**src/rtl/cache_ctl_pkg.sv**
```systemverilog
package cache_ctl_pkg;
   // Bit positions inside the control word; software depends on them.
   localparam int unsigned CW_EN_POS   = 0;
   localparam int unsigned CW_LOCK_POS = 1;
   localparam int unsigned CW_INV_POS  = 2;
   localparam int unsigned CW_MIN_W    = 3;

   typedef struct packed {
      logic inv_pend;
      logic lock;
      logic en;
   } ctl_state_t;

   typedef enum logic [1:0] {
      ACC_IDLE    = 2'd0,
      ACC_STALL   = 2'd1,
      ACC_BYPASS  = 2'd2,
      ACC_CACHED  = 2'd3
   } acc_kind_t;
endpackage

```
**src/rtl/cache_ctl_word.sv**
```systemverilog
module cache_ctl_word
   import cache_ctl_pkg::*;
#(
   parameter int unsigned CTRL_W = 8
) (
   input  logic              clk,
   input  logic              rst_n,
   input  logic              wr_en,
   input  logic [CTRL_W-1:0] wr_data,
   input  logic              walk_busy,
   output ctl_state_t        state,
   output logic              walk_start,
   output logic [CTRL_W-1:0] rd_data
);
   ctl_state_t state_q;
   logic       inv_req;

   // A new request is taken only when neither a walk nor a pending start exists.
   assign inv_req = wr_en && wr_data[CW_INV_POS] && !walk_busy && !state_q.inv_pend;

   always_ff @(posedge clk or negedge rst_n) begin
      if (!rst_n) begin
         state_q <= '0;
      end else begin
         if (wr_en) begin
            state_q.en   <= wr_data[CW_EN_POS];
            state_q.lock <= wr_data[CW_LOCK_POS];
         end
         // Pending flag lives exactly one cycle: it self-clears as the walk begins.
         state_q.inv_pend <= inv_req;
      end
   end

   assign state      = state_q;
   assign walk_start = state_q.inv_pend && state_q.en;

   always_comb begin
      rd_data              = '0;
      rd_data[CW_EN_POS]   = state_q.en;
      rd_data[CW_LOCK_POS] = state_q.lock;
      rd_data[CW_INV_POS]  = state_q.inv_pend;
   end

   generate
      if (CTRL_W > CW_MIN_W) begin : g_spare
         logic unused_spare_bits;
         assign unused_spare_bits = ^wr_data[CTRL_W-1:CW_MIN_W];
      end
   endgenerate


   inv_set_chk: assert property (@(posedge clk) disable iff (!rst_n)
      (wr_en && wr_data[CW_INV_POS] && !walk_busy && !state_q.inv_pend) |=> state_q.inv_pend);

   inv_clear_chk: assert property (@(posedge clk) disable iff (!rst_n)
      state_q.inv_pend |=> !state_q.inv_pend);

   inv_ignore_chk: assert property (@(posedge clk) disable iff (!rst_n)
      walk_busy |=> !state_q.inv_pend);
endmodule

```
**src/rtl/cache_inv_walker.sv**
```systemverilog
module cache_inv_walker #(
   parameter int unsigned NUM_LINES = 64,
   localparam int unsigned IDX_W    = (NUM_LINES > 1) ? $clog2(NUM_LINES) : 1
) (
   input  logic             clk,
   input  logic             rst_n,
   input  logic             start,
   output logic             busy,
   output logic             clr_en,
   output logic [IDX_W-1:0] clr_idx
);
   localparam logic [IDX_W-1:0] LAST_IDX = IDX_W'(NUM_LINES - 1);

   logic             busy_q;
   logic [IDX_W-1:0] idx_q;
   logic             at_last;

   assign at_last = (idx_q == LAST_IDX);

   always_ff @(posedge clk or negedge rst_n) begin
      if (!rst_n) begin
         busy_q <= 1'b0;
         idx_q  <= '0;
      end else if (!busy_q) begin
         if (start) begin
            busy_q <= 1'b1;
            idx_q  <= '0;
         end
      end else if (at_last) begin
         busy_q <= 1'b0;
         idx_q  <= '0;
      end else begin
         idx_q <= idx_q + IDX_W'(1);
      end
   end

   assign busy    = busy_q;
   assign clr_en  = busy_q;
   assign clr_idx = idx_q;


   walk_start_chk: assert property (@(posedge clk) disable iff (!rst_n)
      (start && !busy_q) |=> (busy_q && idx_q == '0));

   walk_step_chk: assert property (@(posedge clk) disable iff (!rst_n)
      (busy_q && !at_last) |=> (busy_q && idx_q == $past(idx_q) + IDX_W'(1)));

   walk_end_chk: assert property (@(posedge clk) disable iff (!rst_n)
      (busy_q && at_last) |=> !busy_q);
endmodule

```
**src/rtl/cache_access_qual.sv**
```systemverilog
module cache_access_qual
   import cache_ctl_pkg::*;
(
   input  logic       clk,
   input  logic       rst_n,
   input  ctl_state_t state,
   input  logic       walk_busy,
   input  logic       cpu_req,
   input  logic       cpu_tag_match,
   input  logic       snp_req,
   input  logic       snp_tag_match,
   output logic       cpu_stall,
   output logic       cpu_lookup,
   output logic       cpu_hit,
   output logic       cpu_miss,
   output logic       cpu_alloc,
   output logic       cpu_inhibit,
   output logic       snp_hit
);
   acc_kind_t kind;

   always_comb begin
      if (!cpu_req)        kind = ACC_IDLE;
      else if (walk_busy)  kind = ACC_STALL;
      else if (!state.en)  kind = ACC_BYPASS;
      else                 kind = ACC_CACHED;
   end

   always_comb begin
      cpu_stall   = 1'b0;
      cpu_lookup  = 1'b0;
      cpu_hit     = 1'b0;
      cpu_miss    = 1'b0;
      cpu_alloc   = 1'b0;
      cpu_inhibit = 1'b0;
      unique case (kind)
         ACC_STALL:  cpu_stall   = 1'b1;
         ACC_BYPASS: cpu_inhibit = 1'b1;
         ACC_CACHED: begin
            cpu_lookup = 1'b1;
            if (cpu_tag_match) begin
               cpu_hit = 1'b1;
            end else begin
               cpu_miss    = 1'b1;
               cpu_alloc   = !state.lock;
               cpu_inhibit = state.lock;
            end
         end
         default: ;
      endcase
   end

   assign snp_hit = snp_req && snp_tag_match && state.en && !walk_busy;


   disabled_chk: assert property (@(posedge clk) disable iff (!rst_n)
      !state.en |-> (!cpu_lookup && !snp_hit));

   lock_alloc_chk: assert property (@(posedge clk) disable iff (!rst_n)
      state.lock |-> !cpu_alloc);

   stall_chk: assert property (@(posedge clk) disable iff (!rst_n)
      (walk_busy && cpu_req) |-> (cpu_stall && !cpu_lookup));

   snoop_walk_chk: assert property (@(posedge clk) disable iff (!rst_n)
      walk_busy |-> !snp_hit);
endmodule

```
**src/rtl/cache_ctl_seq.sv**
```systemverilog
module cache_ctl_seq
   import cache_ctl_pkg::*;
#(
   parameter int unsigned NUM_LINES = 64,
   parameter int unsigned CTRL_W    = 8,
   localparam int unsigned IDX_W    = (NUM_LINES > 1) ? $clog2(NUM_LINES) : 1
) (
   input  logic              clk,
   input  logic              rst_n,
   input  logic              cfg_wr_en,
   input  logic [CTRL_W-1:0] cfg_wr_data,
   output logic [CTRL_W-1:0] cfg_rd_data,
   input  logic              cpu_req,
   input  logic              cpu_tag_match,
   output logic              cpu_stall,
   output logic              cpu_lookup,
   output logic              cpu_hit,
   output logic              cpu_miss,
   output logic              cpu_alloc,
   output logic              cpu_inhibit,
   input  logic              snp_req,
   input  logic              snp_tag_match,
   output logic              snp_hit,
   output logic              walk_busy,
   output logic              vclr_en,
   output logic [IDX_W-1:0]  vclr_idx
);
   generate
      if (NUM_LINES < 2) begin : g_bad_lines
         $error("cache_ctl_seq: NUM_LINES must be at least 2");
      end
      if (CTRL_W < CW_MIN_W) begin : g_bad_width
         $error("cache_ctl_seq: CTRL_W too narrow for the control fields");
      end
   endgenerate

   ctl_state_t state;
   logic       walk_start;
   logic       busy;

   cache_ctl_word #(.CTRL_W(CTRL_W)) u_word (
      .clk        (clk),
      .rst_n      (rst_n),
      .wr_en      (cfg_wr_en),
      .wr_data    (cfg_wr_data),
      .walk_busy  (busy),
      .state      (state),
      .walk_start (walk_start),
      .rd_data    (cfg_rd_data)
   );

   cache_inv_walker #(.NUM_LINES(NUM_LINES)) u_walk (
      .clk     (clk),
      .rst_n   (rst_n),
      .start   (walk_start),
      .busy    (busy),
      .clr_en  (vclr_en),
      .clr_idx (vclr_idx)
   );

   cache_access_qual u_qual (
      .clk           (clk),
      .rst_n         (rst_n),
      .state         (state),
      .walk_busy     (busy),
      .cpu_req       (cpu_req),
      .cpu_tag_match (cpu_tag_match),
      .snp_req       (snp_req),
      .snp_tag_match (snp_tag_match),
      .cpu_stall     (cpu_stall),
      .cpu_lookup    (cpu_lookup),
      .cpu_hit       (cpu_hit),
      .cpu_miss      (cpu_miss),
      .cpu_alloc     (cpu_alloc),
      .cpu_inhibit   (cpu_inhibit),
      .snp_hit       (snp_hit)
   );

   assign walk_busy = busy;


   no_walk_disabled_chk: assert property (@(posedge clk) disable iff (!rst_n)
      (state.inv_pend && !state.en && !busy) |=> !vclr_en);
endmodule

```
**config.mk**
```make
export PLATFORM = sky130hd
export DESIGN_NAME = cache_ctl_seq
export DESIGN_NICKNAME = d
export VERILOG_FILES = /design/src/rtl/cache_ctl_pkg.sv /design/src/rtl/cache_ctl_word.sv /design/src/rtl/cache_inv_walker.sv /design/src/rtl/cache_access_qual.sv /design/src/rtl/cache_ctl_seq.sv
export SDC_FILE = /design/constraint.sdc
export NUM_CORES = 1
export LEC_CHECK = 0
export BUFFER_PORTS_ARGS = -buffer_cell sky130_fd_sc_hd__buf_2
export CAP_MARGIN = 10
export CELL_PAD_IN_SITES_DETAIL_PLACEMENT = 0
export CELL_PAD_IN_SITES_GLOBAL_PLACEMENT = 1
export CORE_ASPECT_RATIO = 1.1
export CORE_MARGIN = 3
export CORE_UTILIZATION = 30
export DETAILED_ROUTE_END_ITERATION = 12
export PLACE_DENSITY_LB_ADDON = 0.1
export SLEW_MARGIN = 10
export SYNTH_ARGS = -nofsm -noshare
export SYNTH_HDL_FRONTEND = slang
export SYNTH_HIERARCHICAL = 1
export SYNTH_SLANG_ARGS = --single-unit
```
**constraint.sdc**
```tcl
create_clock -name clk -period 1.9 [get_ports clk]
set_input_delay 0.095 -clock clk [delete_from_list [all_inputs] [get_ports clk]]
set_output_delay 0.095 -clock clk [all_outputs]
set_load 0.02 [all_outputs]
```
== Yosys cells after proc, flatten, opt, wreduce, memory -nomap -nowiden ==
Index checks and enable logic that the tools add are counted.

* Register bits after elaboration: 10
* Input port bits: 15
* Output and inout port bits: 23
* Word-level logic and storage cells: 40

* Add/sub/neg operators: 1
* Eq/ne operators: 4
* Muxes and demuxes: 19
* Reduce and logical (&&, ||, !) cells: 11

{| class="wikitable"
|+ Operators by type and width
! operator !! count
|-
| 6-bit two-way mux || 3
|-
| 1-bit two-way mux || 13
|-
| 1-bit logical AND || 7
|-
| 6-bit by 1-bit adder with 6-bit output (second input constant) || 1
|-
| 6-bit equality test (second input constant) || 1
|-
| 2-bit equality test (second input constant) || 2
|-
| 2-bit two-way mux || 2
|-
| 1-bit logical NOT || 3
|-
| 2-bit by 1-bit equality test with 1-bit output (second input constant) || 1
|-
| 1-bit one-hot mux with 2 select lines || 1
|-
| 2-bit nonzero test || 1
|}

== Longest topological paths before layout ==
Gate-level depths: netlist of run 1.

* Depth after elaboration: 5
* Gate-level depth with buffers: 4
* Mapped depth without buffers: 4

== Hierarchy ==
The synthesis of run 1 kept the hierarchy.

{| class="wikitable"
|+ By module, submodules not included
! module !! instances !! cells each !! area an instance (um^2) !! sequential area each (um^2)
|-
| cache_inv_walker || 1 || 38 || 354.1 || 175.2
|-
| cache_ctl_word || 1 || 16 || 180.2 || 75.1
|-
| cache_access_qual || 1 || 11 || 70.1 || 0.0
|}

== Least setup slack after synthesis of run 1 ==
Ideal clock, no wire load.

* Path type: register to output
* From: register u_walk.busy_q (netlist: u_walk/busy)
* To: output cpu_alloc
* Data arrival time: 1.264 ns
* Required time: 1.805 ns
* Setup slack: 0.541 ns
* Stages on the path, launching flop included: 3
* Path buffers: 0
* Cell sequence: dfrtp_1 -> nand3b_1 -> nor3_1

* Word-level cells in the longest chain between the ends: 4

{| class="wikitable"
|+ Ends and longest elaborated chain
! item !! line !! RTL
|-
| from (decl) || cache_inv_walker.sv:14 || <nowiki>logic busy_q;</nowiki>
|-
| from (signal assigned) || cache_inv_walker.sv:22 || <nowiki>busy_q <= 1'b0;</nowiki>
|-
| from (signal assigned) || cache_inv_walker.sv:26 || <nowiki>busy_q <= 1'b1;</nowiki>
|-
| from (signal assigned) || cache_inv_walker.sv:30 || <nowiki>busy_q <= 1'b0;</nowiki>
|-
| 2-bit two-way mux || cache_access_qual.sv:24 || <nowiki>else if (walk_busy) kind = ACC_STALL;</nowiki>
|-
| 2-bit two-way mux || cache_access_qual.sv:23 || <nowiki>if (!cpu_req) kind = ACC_IDLE;</nowiki>
|-
| 2-bit equality test || cache_access_qual.sv:36 || <nowiki>unique case (kind)</nowiki>
|-
| 1-bit two-way mux || cache_access_qual.sv:36 ||
|-
| to (decl) || cache_ctl_seq.sv:19 || <nowiki>output logic cpu_alloc,</nowiki>
|}

Every way passes these cells.

== Worst setup path after layout of run 1 ==
Same ends and word-level chain as after synthesis.

==> results of run 1 <==
[cell usage in the layout (no fill, tap or decap), types with 2 or more instances in the layout]
cell                       count
sky130_fd_sc_hd__or2b_1        3
sky130_fd_sc_hd__o21ai_0       5
sky130_fd_sc_hd__dfrtp_1      10
sky130_fd_sc_hd__inv_1         2
sky130_fd_sc_hd__and3_1        2
sky130_fd_sc_hd__nor2_1        3
sky130_fd_sc_hd__conb_1        5
sky130_fd_sc_hd__buf_2        27
sky130_fd_sc_hd__clkbuf_4      3
sky130_fd_sc_hd__mux2_2        2
sky130_fd_sc_hd__nand2_1       7
sky130_fd_sc_hd__nand3_1       3
[sequential cells by signal, summed over array words and instances (netlist names)]
signal,flops
u_walk/clr_idx,6
u_word/rd_data,3
u_walk/busy,1
[worst max-delay path by stage]
stage	from	to	slack [ns]	cells after the start
4_1_cts	u_walk/busy$_DFF_PN0_	cpu_alloc	0.39	3
3_3_place_gp	u_walk/clr_idx[0]$_DFFE_PN0P_	u_walk/busy$_DFF_PN0_	0.42	4
6_report	u_walk/busy$_DFF_PN0_	cpu_alloc	0.41	3
3_5_place_dp	u_walk/clr_idx[0]$_DFFE_PN0P_	u_walk/clr_idx[5]$_DFFE_PN0P_	0.46	4
2_1_floorplan	u_walk/busy$_DFF_PN0_	cpu_alloc	0.54	2
5_1_grt	u_walk/busy$_DFF_PN0_	cpu_alloc	0.27	3
[power breakdown]
group | leakage (nW) | total, mW | switching [mW] | internal, mW
combinational | 0.250 | 0.484 | 0.290 | 0.194
sequential | 0.125 | 0.397 | 0.116 | 0.282
clock | 0.0210 | 0.187 | 0.0710 | 0.116
total | 0.396 | 1.07 | 0.477 | 0.592
[timing repair]
item / 4_1_cts / 5_1_grt
resized for setup: 0 / 0
hold buffers: 1 / 0
endpoints found under the hold margin: 10 / 0
[per-layer routing]
| metal | part of all wire (%) | vias to the layer above |
|---|---|---|
| met2 | 43 | 21 |
| met4 | 2.1 | 0 |
| met3 | 8.5 | 4 |
| li1 | - | 265 |
| met1 | 47 | 236 |
| met5 | 0 | - |
[layout make-up]
type                    count  area [µm²]  share of cell area, %
well taps                  27        33.8                   4.40
clock buffers               4        36.3                   4.73
multi-input cells          47         290                   37.8
inverters                   3        11.3                   1.47
flip-flops and latches     10         250                   32.6
repair buffers             28         145                   18.9
==> out/summary.txt, run 1 <==
Worst Hold Endpoint: u_word/rd_data[1]$_DFFE_PN0P_
vias: 526
Die Width: 48.5 µm
Final Max Tran Viols: 0
setup_tns: 0 ns
Die Outline Area: 0.00256 mm²
Max Freq: 669 MHz
data arrival at the endpoint of the critical path: 1.40 ns
Final HPWL DP: 992 µm
clock skew after layout: 0.00776 ns
clock sink total: 10
Worst R2R End: u_walk/clr_idx[5]$_DFFE_PN0P_
top-level I/O count: 38
GRT met3 Usage: 3.99%
highest-utilization routing layer at the global route stage: met2
clock-pin slew on the worst setup and hold paths: 0.07 ns
# H-tree levels: 1
Filler cells: 201
hold path startpoint: cfg_wr_data[1]
peak supply drop: 648 µV
net count reported at finish: 109
post-synthesis cell area: 597 µm²
endpoints failing setup: 0
Cell Count, Final, Fillers Out: 119
fraction of final layout cells with drive strength greater than 1: 41.3%
static power due to leakage: 0.396 nW
routed wirelength normalized by instance count: 10.9 µm
outcome: complete, no violations
remaining routing DRC violations: 0
type of the worst min-delay path: input port to register
placer's final routability congestion estimate: 0.677
critical-path cell with the highest stage delay: sky130_fd_sc_hd__dfrtp_1
Final ANT Viol Nets: 0
capturing element type of the critical path: output pin
count of mapped cells out of synthesis: 64
drt via density: 4.42
starting density of the core: 32.8%
Period Utilization, post-route: 78.6%
met2 layer usage reported by global route: 17.0%
Overall Power: 1.07 mW
number of instances in the placed design: 114
Slowest Stage Delay on Critical Path: 0.53 ns
Worst setup SP type: register
height of the die: 52.8 µm
post-placement worst setup slack: 0.455 ns
worst path required time: 1.80 ns
area overhead of the layout relative to synthesis: 28.5%
M1 GR Usage: 12.8%
first-pass GRT wire length: 2130 µm
relative slew slack: 66.0%
number of buffers inserted to repair setup after CTS: 0
buffers from clock root to sink, at most: 2
post-route standard cell area excluding fillers: 767 µm²
count of endpoints failing hold in the final timing report: 0
Yosys warning count: 6
Worst Hold Depth: 2
Placed Area: 721 µm²
utilization after layout: 42.1%
final antenna diode count: 0
Buf+Inv Stages, Crit Path: 1
Max-cap violations: 0
clock latency on the worst-skew pair: 0.26 ns
Core Footprint: 0.00182 mm²
clock tree from TritonCTS: yes
slew at the pin with the worst max-slew slack: 0.504 ns
per-instance average area after synthesis: 9.33 µm²
maximum fanout count along the critical path: 15
DRC violation total after the first TritonRoute iteration: 9
number of cells on the worst reg-to-reg path: 4
total detailed-routing wirelength: 1300 µm
Congestion Overflow GR: 0
via count of the first global-routing pass: 465
largest net degree at the start of global routing: 16
cell chosen for the clock root: sky130_fd_sc_hd__clkbuf_4
DR pass1 iterations: 4
power density normalized to cell area: 1390 mW/mm²
Cell Chain, Critical Path: nand3b_1 > nor3_1 > buf_2
final hold slack: 0.0581 ns
slack of the worst reg-to-reg path: 0.45 ns
Port Buffers: 27
antenna violations before repair: 0
unrepaired setup endpoints after global routing: false
launch instance of the worst register-to-register path: u_walk/clr_idx[0]$_DFFE_PN0P_
global router's overall resource usage: 10.8%
CTS Buf Count: 3
Min Clock Period, post-route: 1.49 ns
delay-heaviest family, CP: flip-flops
Setup CP Type: register to output pin
row count: 16
worst setup margin: 0.406 ns
Power figures use the tool's default switching activity.
==> inputs of run 2 (changes only) <==
--- a/config.mk
+++ b/config.mk
@@ -5,13 +5,14 @@
 export SDC_FILE = /design/constraint.sdc
 export NUM_CORES = 1
 export LEC_CHECK = 0
+export ABC_AREA = 1
 export BUFFER_PORTS_ARGS = -buffer_cell sky130_fd_sc_hd__buf_2
 export CAP_MARGIN = 10
 export CELL_PAD_IN_SITES_DETAIL_PLACEMENT = 0
 export CELL_PAD_IN_SITES_GLOBAL_PLACEMENT = 1
 export CORE_ASPECT_RATIO = 1.1
 export CORE_MARGIN = 3
-export CORE_UTILIZATION = 30
+export CORE_UTILIZATION = 27
 export DETAILED_ROUTE_END_ITERATION = 12
 export PLACE_DENSITY_LB_ADDON = 0.1
 export SLEW_MARGIN = 10
==> constraint.sdc (replaced) <==
create_clock -name clk -period 1.5 [get_ports clk]
set_input_delay 0.075 -clock clk [delete_from_list [all_inputs] [get_ports clk]]
set_output_delay 0.075 -clock clk [all_outputs]
set_load 0.02 [all_outputs]
==> out/summary.txt, run 2 <==
outcome: complete, no violations
height of the die: 55.8 µm
post-synthesis cell area: 608 µm²
clock tree from TritonCTS: yes
Worst Hold Endpoint: u_word/rd_data[0]$_DFFE_PN0P_
Worst Hold Depth: 3
# H-tree levels: 1
largest net degree at the start of global routing: 11
capturing element type of the critical path: output pin
starting density of the core: 29.5%
global router's overall resource usage: 10.0%
Min Clock Period, post-route: 1.33 ns
Max-cap violations: 0
maximum fanout count along the critical path: 10
CTS Buf Count: 3
static power due to leakage: 0.459 nW
Max Freq: 755 MHz
top-level I/O count: 38
Worst setup SP type: register
slack of the worst reg-to-reg path: 0.19 ns
peak supply drop: 804 µV
total detailed-routing wirelength: 1350 µm
vias: 564
area overhead of the layout relative to synthesis: 25.9%
first-pass GRT wire length: 2130 µm
DRC violation total after the first TritonRoute iteration: 6
cell chosen for the clock root: sky130_fd_sc_hd__clkbuf_4
commonest non-fill, non-tap cell in the layout: sky130_fd_sc_hd__buf_2
remaining routing DRC violations: 0
routed wirelength normalized by instance count: 9.79 µm
per-instance average area after synthesis: 7.33 µm²
commonest non-fill, non-tap cells in the layout: sky130_fd_sc_hd__buf_2 (27), sky130_fd_sc_hd__nand2_1 (25), sky130_fd_sc_hd__inv_1 (14)
unrepaired setup endpoints after global routing: false
Filler cells: 240
fraction of final layout cells with drive strength greater than 1: 29.1%
Port Buffers: 27
post-CTS resize count: 0
Final ANT Viol Nets: 0
row count: 17
count of endpoints failing hold in the final timing report: 0
Die Outline Area: 0.00286 mm²
post-route standard cell area excluding fillers: 766 µm²
clock skew after layout: 0.00303 ns
Congestion Overflow GR: 0
number of buffers inserted to repair setup after CTS: 0
count of hold buffers inserted by post-cts repair: 1
clock latency on the worst-skew pair: 0.26 ns
placer's final routability congestion estimate: 0.707
endpoints failing setup: 0
Period Utilization, post-route: 88.3%
Placed Area: 733 µm²
buffers from clock root to sink, at most: 2
count of mapped cells out of synthesis: 83
final hold slack: 0.0145 ns
launch instance of the worst register-to-register path: u_walk/clr_idx[0]$_DFFE_PN0P_
type of the worst min-delay path: input port to register
worst path required time: 1.42 ns
Yosys warning count: 6
clock sink total: 10
Setup CP Type: register to output pin
number of flip-flops under the largest register name: 6
data arrival at the endpoint of the critical path: 1.25 ns
clock-pin slew on the worst setup and hold paths: 0.06 ns
Worst R2R End: u_walk/clr_idx[5]$_DFFE_PN0P_
antenna violations before repair: 0
Core Footprint: 0.00206 mm²
setup_tns: 0 ns
number of cells on the worst reg-to-reg path: 6
drt via density: 4.09
Overall Power: 1.30 mW
via count of the first global-routing pass: 488
Final HPWL DP: 1050 µm
power density normalized to cell area: 1700 mW/mm²
Final Max Tran Viols: 0
final antenna diode count: 0
Die Width: 51.3 µm
DR pass1 iterations: 4
hold path startpoint: cfg_wr_data[0]
net count reported at finish: 128
## run 2: worst max-delay path by stage
stage	from	to	cells after the start
after global placement	u_walk/clr_idx[0]$_DFFE_PN0P_	u_walk/clr_idx[5]$_DFFE_PN0P_	6
after global routing	u_walk/busy$_DFF_PN0_	cpu_alloc	4
after CTS	u_walk/busy$_DFF_PN0_	cpu_miss	4
after floorplan	u_walk/clr_idx[1]$_DFFE_PN0P_	u_walk/busy$_DFF_PN0_	5
final	u_walk/busy$_DFF_PN0_	cpu_alloc	4
after detailed placement	u_walk/clr_idx[0]$_DFFE_PN0P_	u_walk/clr_idx[5]$_DFFE_PN0P_	6
## run 2: metal layers
layer  track usage (%)  share of wire (%)  vias up
li1                  -                  -      296
met1              12.4                 45      246
met2              14.2                 45       20
met3              2.14                8.1        2
met4              8.99                1.9        0
met5                 0                  0        -
## run 2: power by group
part           switching (mW)  internal [mW]
sequential              0.127          0.362
clock                  0.0851         0.0924
combinational           0.401          0.234
total                   0.613          0.689
## run 2: area by class of cell
type | count | area [µm²] | share of cell area (%)
clock buffers | 3 | 22.5 | 2.94
well taps | 28 | 35.0 | 4.58
repair buffers | 28 | 145 | 19.0
inverters | 14 | 52.6 | 6.86
multi-input cells | 55 | 260 | 34.0
flip-flops and latches | 10 | 250 | 32.7
## run 2: metrics by stage
| step | worst slack [ns] | utilization (%) | std cells |
|---|---|---|---|
| detailed placement | 0.191 | 35.5 | 134 |
| global route | 0.0402 | 37.1 | 138 |
| floorplan | 0.279 | - | 87 |
| finish | 0.175 | 37.1 | 138 |
| global placement | 0.206 | 35.5 | 134 |
| CTS | 0.146 | 37.1 | 138 |
## run 2: worst max-delay path, stage by stage (launching register included)
cell and delay, ns:
sky130_fd_sc_hd__dfrtp_1 0.49, sky130_fd_sc_hd__inv_1 0.13, sky130_fd_sc_hd__nand3_2 0.10, sky130_fd_sc_hd__nor2_2 0.12, sky130_fd_sc_hd__buf_2 0.16
